--- src/rtl/hdlc_tx_pkg.sv ---
package hdlc_tx_pkg;

  typedef enum logic [2:0] {
    S_IDLE,
    S_OPEN,
    S_DATA,
    S_FCS,
    S_CLOSE,
    S_ABORT
  } tx_state_e;

  localparam int          BYTE_W   = 8;
  localparam int          CRC32_W  = 32;
  localparam int          CRC16_W  = 16;
  localparam logic [7:0]  FLAG_PAT = 8'h7E;
  localparam logic [31:0] POLY32   = 32'hEDB88320;
  localparam logic [31:0] POLY16   = 32'h00008408;

  // one reflected CRC step on a single line bit
  function automatic logic [31:0] crc_step(input logic [31:0] crc,
                                           input logic        b,
                                           input logic        wide);
    logic [31:0] nxt;
    nxt = crc >> 1;
    if (crc[0] ^ b) nxt = nxt ^ (wide ? POLY32 : POLY16);
    return nxt;
  endfunction

endpackage

--- src/rtl/hdlc_crc_gen.sv ---
module hdlc_crc_gen
  import hdlc_tx_pkg::*;
(
  input  logic clk,
  input  logic rst_n,
  input  logic init,
  input  logic upd,
  input  logic shift_out,
  input  logic din,
  input  logic wide,
  input  logic init_zero,
  output logic fcs_bit
);
  logic [CRC32_W-1:0] crc;
  logic [CRC32_W-1:0] init_val;

  always_comb begin
    if (init_zero)  init_val = '0;
    else if (wide)  init_val = '1;
    else            init_val = {{(CRC32_W-CRC16_W){1'b0}}, {CRC16_W{1'b1}}};
  end

  always_ff @(posedge clk) begin
    if (!rst_n)         crc <= '0;
    else if (init)      crc <= init_val;
    else if (upd)       crc <= crc_step(crc, din, wide);
    else if (shift_out) crc <= crc >> 1;
  end

  assign fcs_bit = ~crc[0];

  // in 16-bit mode the upper half never fills
  p_crc16_upper_r6: assert property (@(posedge clk) disable iff (!rst_n)
    (!wide && $past(!wide) && $past(init || upd || shift_out)) |-> (crc[31:16] == '0 || $past(crc[31:16] != '0)));

endmodule

--- src/rtl/hdlc_bit_stuffer.sv ---
module hdlc_bit_stuffer #(
  parameter int MAX_ONES = 5
) (
  input  logic clk,
  input  logic rst_n,
  input  logic bit_en,
  input  logic raw_bit,
  input  logic stuffable,
  output logic hold,
  output logic tx_bit
);
  localparam int OW = $clog2(MAX_ONES + 1);
  logic [OW-1:0] ones;

  always_ff @(posedge clk) begin
    if (!rst_n) begin
      ones   <= '0;
      hold   <= 1'b0;
      tx_bit <= 1'b1;
    end else if (bit_en) begin
      if (hold) begin
        tx_bit <= 1'b0;
        ones   <= '0;
        hold   <= 1'b0;
      end else begin
        tx_bit <= raw_bit;
        if (stuffable && raw_bit) begin
          ones <= ones + 1'b1;
          hold <= (ones == OW'(MAX_ONES - 1));
        end else begin
          ones <= '0;
        end
      end
    end
  end

  p_stuff_zero_r4: assert property (@(posedge clk) disable iff (!rst_n)
    (hold && bit_en) |=> !tx_bit);
  p_ones_bound_r4: assert property (@(posedge clk) disable iff (!rst_n)
    ones <= OW'(MAX_ONES));
  p_line_hold_r11: assert property (@(posedge clk) disable iff (!rst_n)
    !bit_en |=> $stable(tx_bit));

endmodule

--- src/rtl/hdlc_tx_ctrl.sv ---
module hdlc_tx_ctrl
  import hdlc_tx_pkg::*;
#(
  parameter int ABORT_LEN = 8
) (
  input  logic              clk,
  input  logic              rst_n,
  input  logic              bit_en,
  input  logic              step,
  input  logic              transp,
  input  logic              fill_flags,
  input  logic              crc32,
  input  logic              crc_off,
  input  logic              msb_first,
  input  logic [BYTE_W-1:0] s_data,
  input  logic              s_valid,
  input  logic              s_sof,
  input  logic              s_eof,
  output logic              s_ready,
  input  logic              crc_bit,
  output logic              raw_bit,
  output logic              stuffable,
  output logic              crc_init,
  output logic              crc_upd,
  output logic              crc_out,
  output logic              is_idle
);
  localparam int CNT_W = $clog2(CRC32_W);

  tx_state_e         st;
  logic [CNT_W-1:0]  cnt;
  logic [BYTE_W-1:0] sr;
  logic              eof_l;
  logic              take, fire, byte_end, abort_end, fcs_end, data_bit;

  assign byte_end  = (cnt == CNT_W'(BYTE_W - 1));
  assign abort_end = (cnt == CNT_W'(ABORT_LEN - 1));
  assign fcs_end   = (cnt == (crc32 ? CNT_W'(CRC32_W - 1) : CNT_W'(CRC16_W - 1)));

  generate
    if (BYTE_W > 1) begin : g_order
      assign data_bit = msb_first ? sr[BYTE_W-1] : sr[0];
    end else begin : g_single
      assign data_bit = sr[0];
    end
  endgenerate

  always_comb begin
    raw_bit   = 1'b1;
    stuffable = 1'b0;
    take      = 1'b0;
    case (st)
      S_IDLE:  begin
        raw_bit = (fill_flags && !transp) ? FLAG_PAT[cnt[2:0]] : 1'b1;
        take    = byte_end && (transp || !s_sof);
      end
      S_OPEN:  begin
        raw_bit = FLAG_PAT[cnt[2:0]];
        take    = byte_end;
      end
      S_DATA:  begin
        raw_bit   = data_bit;
        stuffable = !transp;
        take      = byte_end && (transp || !eof_l);
      end
      S_FCS:   begin
        raw_bit   = crc_bit;
        stuffable = 1'b1;
      end
      S_CLOSE: raw_bit = FLAG_PAT[cnt[2:0]];
      default: raw_bit = 1'b1;
    endcase
  end

  assign s_ready  = step && take;
  assign fire     = s_ready && s_valid;
  assign crc_init = step && (st == S_IDLE) && byte_end && !transp && s_valid && s_sof;
  assign crc_upd  = step && (st == S_DATA) && !transp;
  assign crc_out  = step && (st == S_FCS);
  assign is_idle  = (st == S_IDLE);

  always_ff @(posedge clk) begin
    if (!rst_n) begin
      st    <= S_IDLE;
      cnt   <= '0;
      sr    <= '0;
      eof_l <= 1'b0;
    end else if (step) begin
      cnt <= cnt + 1'b1;
      case (st)
        S_IDLE: if (byte_end) begin
          cnt <= '0;
          if (transp) begin
            if (fire) begin sr <= s_data; eof_l <= 1'b0; st <= S_DATA; end
          end else if (s_valid && s_sof) begin
            st <= S_OPEN;
          end
        end
        S_OPEN: if (byte_end) begin
          cnt <= '0;
          if (fire) begin sr <= s_data; eof_l <= s_eof; st <= S_DATA; end
          else st <= S_ABORT;
        end
        S_DATA: begin
          sr <= msb_first ? (sr << 1) : (sr >> 1);
          if (byte_end) begin
            cnt <= '0;
            if (transp) begin
              if (fire) begin sr <= s_data; eof_l <= 1'b0; end
              else st <= S_IDLE;
            end else if (eof_l) begin
              st <= crc_off ? S_CLOSE : S_FCS;
            end else if (fire) begin
              sr <= s_data; eof_l <= s_eof;
            end else begin
              st <= S_ABORT;
            end
          end
        end
        S_FCS:   if (fcs_end)   begin cnt <= '0; st <= S_CLOSE; end
        S_CLOSE: if (byte_end)  begin cnt <= '0; st <= S_IDLE;  end
        S_ABORT: if (abort_end) begin cnt <= '0; st <= S_IDLE;  end
        default: begin cnt <= '0; st <= S_IDLE; end
      endcase
    end
  end

  p_ready_on_tick_r11: assert property (@(posedge clk) disable iff (!rst_n)
    s_ready |-> bit_en);
  p_no_fcs_when_off_r8: assert property (@(posedge clk) disable iff (!rst_n)
    (st == S_DATA && crc_off && !transp && eof_l && byte_end && step) |=> (st == S_CLOSE));
  p_abort_then_fill_r9: assert property (@(posedge clk) disable iff (!rst_n)
    (st == S_ABORT && abort_end && step) |=> (st == S_IDLE));

endmodule

--- src/rtl/hdlc_tx_framer.sv ---
module hdlc_tx_framer
  import hdlc_tx_pkg::*;
#(
  parameter int ABORT_LEN = 8,
  parameter int MAX_ONES  = 5
) (
  input  logic              clk,
  input  logic              rst_n,
  input  logic              bit_en,
  input  logic              cfg_transparent,
  input  logic              cfg_fill_flags,
  input  logic              cfg_crc32,
  input  logic              cfg_crc_init_zero,
  input  logic              cfg_crc_off,
  input  logic              cfg_msb_first,
  input  logic [BYTE_W-1:0] s_data,
  input  logic              s_valid,
  input  logic              s_sof,
  input  logic              s_eof,
  output logic              s_ready,
  output logic              tx_bit
);
  logic hold, step, raw_bit, stuffable, crc_init, crc_upd, crc_out, crc_bit, is_idle;

  assign step = bit_en && !hold;

  hdlc_tx_ctrl #(.ABORT_LEN(ABORT_LEN)) u_ctrl (
    .clk(clk), .rst_n(rst_n), .bit_en(bit_en), .step(step),
    .transp(cfg_transparent), .fill_flags(cfg_fill_flags), .crc32(cfg_crc32),
    .crc_off(cfg_crc_off), .msb_first(cfg_msb_first),
    .s_data(s_data), .s_valid(s_valid), .s_sof(s_sof), .s_eof(s_eof), .s_ready(s_ready),
    .crc_bit(crc_bit), .raw_bit(raw_bit), .stuffable(stuffable),
    .crc_init(crc_init), .crc_upd(crc_upd), .crc_out(crc_out), .is_idle(is_idle)
  );

  hdlc_crc_gen u_crc (
    .clk(clk), .rst_n(rst_n), .init(crc_init), .upd(crc_upd), .shift_out(crc_out),
    .din(raw_bit), .wide(cfg_crc32), .init_zero(cfg_crc_init_zero), .fcs_bit(crc_bit)
  );

  hdlc_bit_stuffer #(.MAX_ONES(MAX_ONES)) u_stuff (
    .clk(clk), .rst_n(rst_n), .bit_en(bit_en), .raw_bit(raw_bit),
    .stuffable(stuffable), .hold(hold), .tx_bit(tx_bit)
  );

  p_transp_idle_ones_r10: assert property (@(posedge clk) disable iff (!rst_n)
    (cfg_transparent && is_idle && step) |=> tx_bit);
  p_ones_fill_r2: assert property (@(posedge clk) disable iff (!rst_n)
    (!cfg_fill_flags && is_idle && step) |=> tx_bit);

endmodule

--- config.mk ---
export PLATFORM = sky130hd
export DESIGN_NAME = hdlc_tx_framer
export DESIGN_NICKNAME = d
export VERILOG_FILES = /design/src/rtl/hdlc_tx_pkg.sv /design/src/rtl/hdlc_crc_gen.sv /design/src/rtl/hdlc_bit_stuffer.sv /design/src/rtl/hdlc_tx_ctrl.sv /design/src/rtl/hdlc_tx_framer.sv
export SDC_FILE = /design/constraint.sdc
export NUM_CORES = 1
export LEC_CHECK = 0
export BUFFER_PORTS_ARGS = -buffer_cell sky130_fd_sc_hd__clkbuf_2
export CAP_MARGIN = 40
export CELL_PAD_IN_SITES_DETAIL_PLACEMENT = 0
export CELL_PAD_IN_SITES_GLOBAL_PLACEMENT = 1
export CORE_ASPECT_RATIO = 2
export CORE_MARGIN = 8
export CORE_UTILIZATION = 39
export DETAILED_ROUTE_END_ITERATION = 8
export PLACE_DENSITY_LB_ADDON = 0.08
export SKIP_CTS_REPAIR_TIMING = 1
export SYNTH_ARGS = -nofsm -noshare
export SYNTH_HDL_FRONTEND = slang
export SYNTH_SLANG_ARGS = --single-unit
--- constraint.sdc ---
create_clock -name clk -period 3.2 [get_ports clk]
set_input_delay 0.64 -clock clk [delete_from_list [all_inputs] [get_ports clk]]
set_output_delay 0.64 -clock clk [all_outputs]
set_load 0.01 [all_outputs]
# Word-level counts from Yosys, hierarchy flattened
# Memory sizes are Yosys's and may differ from the RTL's. A register that Yosys moved wholly into a read port is not among the register bits.
# Index checks and enable logic that the tools add are counted.
[classes]
n_addsub = 2
order_cmp = 1
eq_ne = 19
mux = 59
bitwise = 3
n_reduce_logical = 31
[op_table]
columns = ["cell", "n"]
rows = [
  ["2-to-1 mux 32 bit", 7],
  ["2-to-1 mux 8 bit", 9],
  ["2-to-1 mux 3 bit", 18],
  ["XOR 31 x 32 -> 32 bit", 1],
  ["case mux 8 bit (3 select lines)", 1],
  ["logical AND 1 bit", 16],
  ["2-to-1 mux 1 bit", 15],
  ["2-to-1 mux 5 bit", 3],
  ["case mux 3 bit (5 select lines)", 1],
  ["!= test 2 x 1 -> 1 bit, second input constant", 6],
  ["case mux 5 bit (2 select lines)", 1],
  ["AND reduction 10 bit", 1],
  ["== test 3 bit, second input constant", 3],
  ["!= test 3 x 2 -> 1 bit, second input constant", 3],
  ["AND reduction 7 bit", 1],
  ["== test 3 x 2 -> 1 bit, second input constant", 2],
  ["case mux 1 bit (3 select lines)", 2],
  ["nonzero test 3 bit", 2],
  ["adder 5 x 1 -> 5 bit, second input constant", 1],
  ["== test 5 x 3 -> 1 bit, second input constant", 1],
  ["== test 5 bit", 1],
  ["AND reduction 5 bit", 1],
  ["OR reduction 5 bit", 1],
  ["logical NOT 1 bit", 4],
  ["12 further kinds", 14],
]
[word_totals]
register_bits = 54
mem_bits_ro = 8
out_inout_bits = 2
elab_cells = 124
n_memories = 1
[memory_table]
columns = ["memory", "depth", "width", "rd", "rd_ports_with_merged_regs", "write_ports", "line", "rtl"]
rows = [
  ["(no name shown)", 8, 1, 1, 1, 0, "hdlc_tx_ctrl.sv:54", "raw_bit = (fill_flags && !transp) ? FLAG_PAT[cnt[2:0]] : 1'b1;"],
]

# Logic depth before layout (Yosys ltp)
[depth]
word_depth = 11
depth_mapped = 8
depth_no_buf = 6

# Modules after synthesis
# From an unflattened synthesis, not the netlist that was laid out.
[unflattened]
cells_unflattened = 383
hier_area_um2 = 3059.2
[by_module_without_submodules]
columns = ["module", "instances", "cells_each", "area_per_inst_um2", "seq_area_each_um2"]
rows = [
  ["hdlc_crc_gen", 1, 182, 1465.2, 640.6],
  ["hdlc_tx_ctrl", 1, 173, 1327.5, 360.3],
  ["hdlc_bit_stuffer", 1, 27, 252.7, 100.1],
  ["hdlc_tx_framer", 1, 1, 13.8, 0.0],
]

# Worst setup path before layout
# No wires, ideal clock.
[synth_path]
path_kind = "input port to flip-flop"
startpoint = "input port cfg_transparent"
endpoint = "register u_crc.crc[29]"
arrival_ns = 2.325
t_required_ns = 3.080
path_slack_ns = 0.755
cell_stages = 8
n_path_buf = 3
cell_sequence = "clkbuf_1 -> nand2b_1 -> or3_1 -> buf_6 -> a2111oi_4 -> buf_6 -> nor3_2 -> a211o_1"
[synth_between]
elab_chain_cells = 8
word_cells_on_any_way = 13
classes_between = "mux (5); bitwise (1); reduce/logical (7)"
[synth_rtl]
columns = ["element", "line", "rtl"]
rows = [
  ["start, declared", "hdlc_tx_framer.sv:10", "input logic cfg_transparent,"],
  ["logical NOT 1 bit (*)", "hdlc_tx_ctrl.sv:54, hdlc_tx_ctrl.sv:77, hdlc_tx_ctrl.sv:78", ""],
  ["logical AND 1 bit", "hdlc_tx_ctrl.sv:54", ""],
  ["2-to-1 mux 1 bit", "hdlc_tx_ctrl.sv:54", ""],
  ["case mux 1 bit (4 select lines)", "hdlc_tx_ctrl.sv:52", "case (st)"],
  ["XOR 1 bit", "hdlc_tx_pkg.sv:25", "if (crc[0] ^ b) nxt = nxt ^ (wide ? POLY32 : POLY16);"],
  ["2-to-1 mux 32 bit", "hdlc_tx_pkg.sv:25", ""],
  ["2-to-1 mux 32 bit", "hdlc_crc_gen.sv:26", "else if (upd) crc <= crc_step(crc, din, wide);"],
  ["2-to-1 mux 32 bit", "hdlc_crc_gen.sv:25", "else if (init) crc <= init_val;"],
  ["end signal, assigned", "hdlc_crc_gen.sv:25", ""],
  ["end signal, assigned", "hdlc_crc_gen.sv:26", ""],
  ["end signal, assigned", "hdlc_crc_gen.sv:27", "else if (shift_out) crc <= crc >> 1;"],
  ["end, declared", "hdlc_crc_gen.sv:14", "logic [CRC32_W-1:0] crc;"],
]
# Every way passes the cells marked *; elsewhere a longest branch is shown, timed or not.
# A chain may end at the register's enable or synchronous reset.

# Worst setup path after layout
[layout_path]
startpoint = "register u_ctrl.cnt[0]"
endpoint = "register u_crc.crc[27]"
[layout_between]
elab_chain_cells = 6
word_cells_on_any_way = 7
classes_between = "eq/ne (1); mux (1); reduce/logical (5)"
[layout_rtl]
columns = ["element", "line", "rtl"]
rows = [
  ["start, declared", "hdlc_tx_ctrl.sv:31", "logic [CNT_W-1:0] cnt;"],
  ["start signal, assigned", "hdlc_tx_ctrl.sv:89", "cnt <= cnt + 1'b1;"],
  ["== test 5 x 3 -> 1 bit (*)", "hdlc_tx_ctrl.sv:36", "assign byte_end = (cnt == CNT_W'(BYTE_W - 1));"],
  ["logical AND 1 bit (*) (4 in series)", "hdlc_tx_ctrl.sv:77", "assign crc_init = step && (st == S_IDLE) && byte_end && !transp && s_valid && s_sof;"],
  ["nonzero test 3 bit (no source line) / 2-to-1 mux 32 bit (equally long branches)", "--", ""],
]
# Marks and branches as above.

==> impl_metrics.tcl <==
set metrics [dict create \
    status "completed" \
    grt_max_degree 50 \
    post-route-min-period_ns 2.54 \
    synth-simple-area-share_pct 23.1 \
    final_common_cell "dfxtp_1" \
    avgSynthCellArea_um2 7.93 \
    finalHoldViolations 0 \
    crit_path_end_kind "register" \
    crit_path_start_kind "register" \
    ys_types 65 \
    synth_warnings 0 \
    required_ns 3.36 \
    worst-setup-path-type "reg -> reg" \
    grt_overflow 0 \
    worstPathCellList "ha_1 -> nor4bb_1 -> nand4_1 -> buf_4 -> nand2_1 -> o21a_1 -> o211ai_1" \
    synth_mux_area_share_pct 0.595 \
    dpl_cell_area_um2 3550 \
    max_stage_delay_ns 0.48 \
    fin_util_pct 43.9 \
    drive_above_1_share_pct 12.4 \
    htreeDepth 2 \
    synth_compound_area_share_pct 34.8 \
    area_delta_synth_final_pct 11.3 \
    die_x_um 81.7 \
    ys_async_sr_fraction_pct 0 \
    slew_headroom_pct 59.8 \
    vias 3340 \
    start_util_pct 39.4 \
    clock-sinks 55 \
    hp-class "reg -> reg" \
    finalSetupTns_ns 0 \
    critPathMaxFanout 37 \
    path_buf_inv 1 \
    layout_common_cells "55 x dfxtp_1, 54 x nand2_1, 27 x o2111ai_1" \
    mappedNetlistArea_um2 3360 \
    ant_nets 0 \
    pin_count 22 \
    r2r-start "u_ctrl.cnt[0]$_SDFFE_PN0P_" \
    rows 48 \
    slowest_stage "o21a_1" \
    cp_top_family "simple AND/OR/NAND/NOR gates" \
    maxCapViolCount 0 \
    p_leak_nw 1.32 \
    wl_mm 9.87 \
    numCtsBuffers 5 \
    fin_area_um2 3740 \
    synth-seq-cells 55 \
    track_usage_pct 16.9 \
    nets 456 \
    insertion_delay_ns 0.30 \
    clockRootBuffer "clkbuf_16" \
    max_freq_mhz 393 \
    core_um2 8530 \
    m1WireLength_mm 3.98 \
    grt_antenna_before_repair 0 \
    grt_setup_unrepaired "no" \
    dpl.hpwl_mm 6.92 \
    crit_start "u_ctrl.cnt[0]$_SDFFE_PN0P_" \
    routedWlPerCell_um 18.5 \
    cellPowerDensity_nw_per_um2 401 \
    synth-adder-area-share_pct 1.12 \
    crit_arrival_ns 2.71 \
    synth-edff-count 0 \
    drc 0 \
    min_from "u_crc.crc[18]$_SDFFE_PN0P_" \
    synth_top_family_by_area "compound AO/OA/AOI/OAI gates" \
    syn-num-nets 447 \
    finalSetupViolCount 0 \
    totalPowerFinal_mw 1.50 \
    via_per_inst 6.25 \
    clk_path_buf_depth 2 \
    timing.hold.ws_ns 0.465 \
    synth-xor-area-share_pct 0.521 \
    top_layer "met4" \
    die_h_um 147 \
    synth_flop_cell "dfxtp_1" \
    cts.clk_slew.worst_paths_ns 0.08 \
    peakVddDrop_v 0.000260 \
    io_buffers 21 \
    wl_met2_mm 5.18 \
    drtIter0Drc 135 \
    fin_crit_sh_pct 79.5 \
    fin_skew_ns 0.0109 \
    die_area_um2 12000 \
    drt_pass1_iterations 4 \
    grt_pass1_vias 3225 \
    ys_seq_area_share_pct 32.8 \
    tightest_slew_ns 0.597 \
    cts_tree "done" \
    syn_inst 424 \
    report.final.slew_viol_count 0 \
    wl_met3_um 328 \
    grt_pass1_wl_mm 16.0 \
    diodes 0 \
    globalplace.congestion 0.949 \
]
-- worst paths after layout --
path	cells after the start	slack, ns	endpoint
max	7	0.66	u_crc.crc[27]$_SDFFE_PN0P_
min	2	0.46	u_crc.crc[17]$_SDFFE_PN0P_
max reg2reg	7	0.66	u_crc.crc[27]$_SDFFE_PN0P_
min reg2reg	2	0.46	u_crc.crc[17]$_SDFFE_PN0P_
-- layout make-up --
type                            instances  area [um2]
Fill cell                             910        4790
Multi-Input combinational cell        314        2020
Clock inverter                          3        67.6
Tap cell                              100         125
Clock buffer                            5         125
Sequential cell                        55        1100
Inverter                               20        75.1
Timing Repair Buffer                   37         225
-- worst register-to-register path: stages (launching register included) --
cell	delay, ns
dfxtp_1	0.40
ha_1	0.26
nor4bb_1	0.43
nand4_1	0.15
buf_4	0.28
nand2_1	0.25
o21a_1	0.48
o211ai_1	0.17
-- flip-flops by register name, indices dropped and copies added (netlist names), named ones only --
signal and count:
u_ctrl.eof_l 1, u_ctrl.sr 8, u_ctrl.st 3, u_stuff.ones 3, u_crc.crc 32, u_stuff.tx_bit 1
u_stuff.hold 1, u_ctrl.cnt 5
-- routing by layer --
metal | up-vias | global-route usage [%]
li1 | 1642 | -
met1 | 1603 | 18.7
met2 | 69 | 29.3
met3 | 26 | 2.33
met4 | 0 | 9.29
met5 | - | 0
-- power by group --
| part | total, mW | internal [mW] | leakage [nW] | switching, mW |
|---|---|---|---|---|
| sequential | 0.691 | 0.688 | 0.444 | 0.00320 |
| clock | 0.718 | 0.449 | 0.0900 | 0.269 |
| combinational | 0.0908 | 0.0317 | 0.788 | 0.0591 |
| total | 1.50 | 1.17 | 1.32 | 0.331 |
-- Yosys cell counts, types with 2 or more instances --
cell,instances,area share [%]
dfxtp_1,55,33
nand2_1,54,6.0
clkbuf_1,27,3.0
o2111ai_1,27,7.0
a31oi_1,23,4.3
a21oi_1,21,3.1
nor2_1,21,2.3
o21ai_0,21,3.1
inv_1,19,2.1
nand2b_1,16,3.0
nor3_1,9,1.3
nand4_1,8,1.5
o211ai_1,8,1.8
o21a_1,7,1.6
nand3_1,6,0.89
o221ai_1,6,1.6
o31ai_1,6,1.3
a211o_1,5,1.3
a211oi_1,5,1.1
a21boi_0,5,1.1
nor4_1,5,0.93
buf_2,4,0.60
nor2b_1,4,0.74
o211a_1,4,1.2
buf_6,3,1.0
ha_1,3,1.1
nand4b_1,3,0.78
a2111o_1,2,0.67
a21o_1,2,0.45
and2_1,2,0.37
and4_1,2,0.52
mux2i_1,2,0.60
nor4bb_1,2,0.60
o2111a_1,2,0.67
or2_2,2,0.37
or3_1,2,0.37
or4_4,2,0.67
xnor2_1,2,0.52
-- metrics by stage --
step / setup WS, ns / std cells
finish: 0.656 / 534
global route: 0.414 / 534
CTS: 0.654 / 534
detailed placement: 0.508 / 526
global placement: 0.515 / 526
floorplan: 0.755 / 424
-- cell families (layout without fill, tap and decap cells) --
logic type | after synthesis | in the layout
simple gates | 149 | 149
buf+inv | 55 | 65
mux | 2 | 2
fa+ha+maj | 3 | 3
xor+xnor | 2 | 2
compound gates | 158 | 158
flops | 55 | 55
No activity file was read; power rests on OpenSTA's default activity.
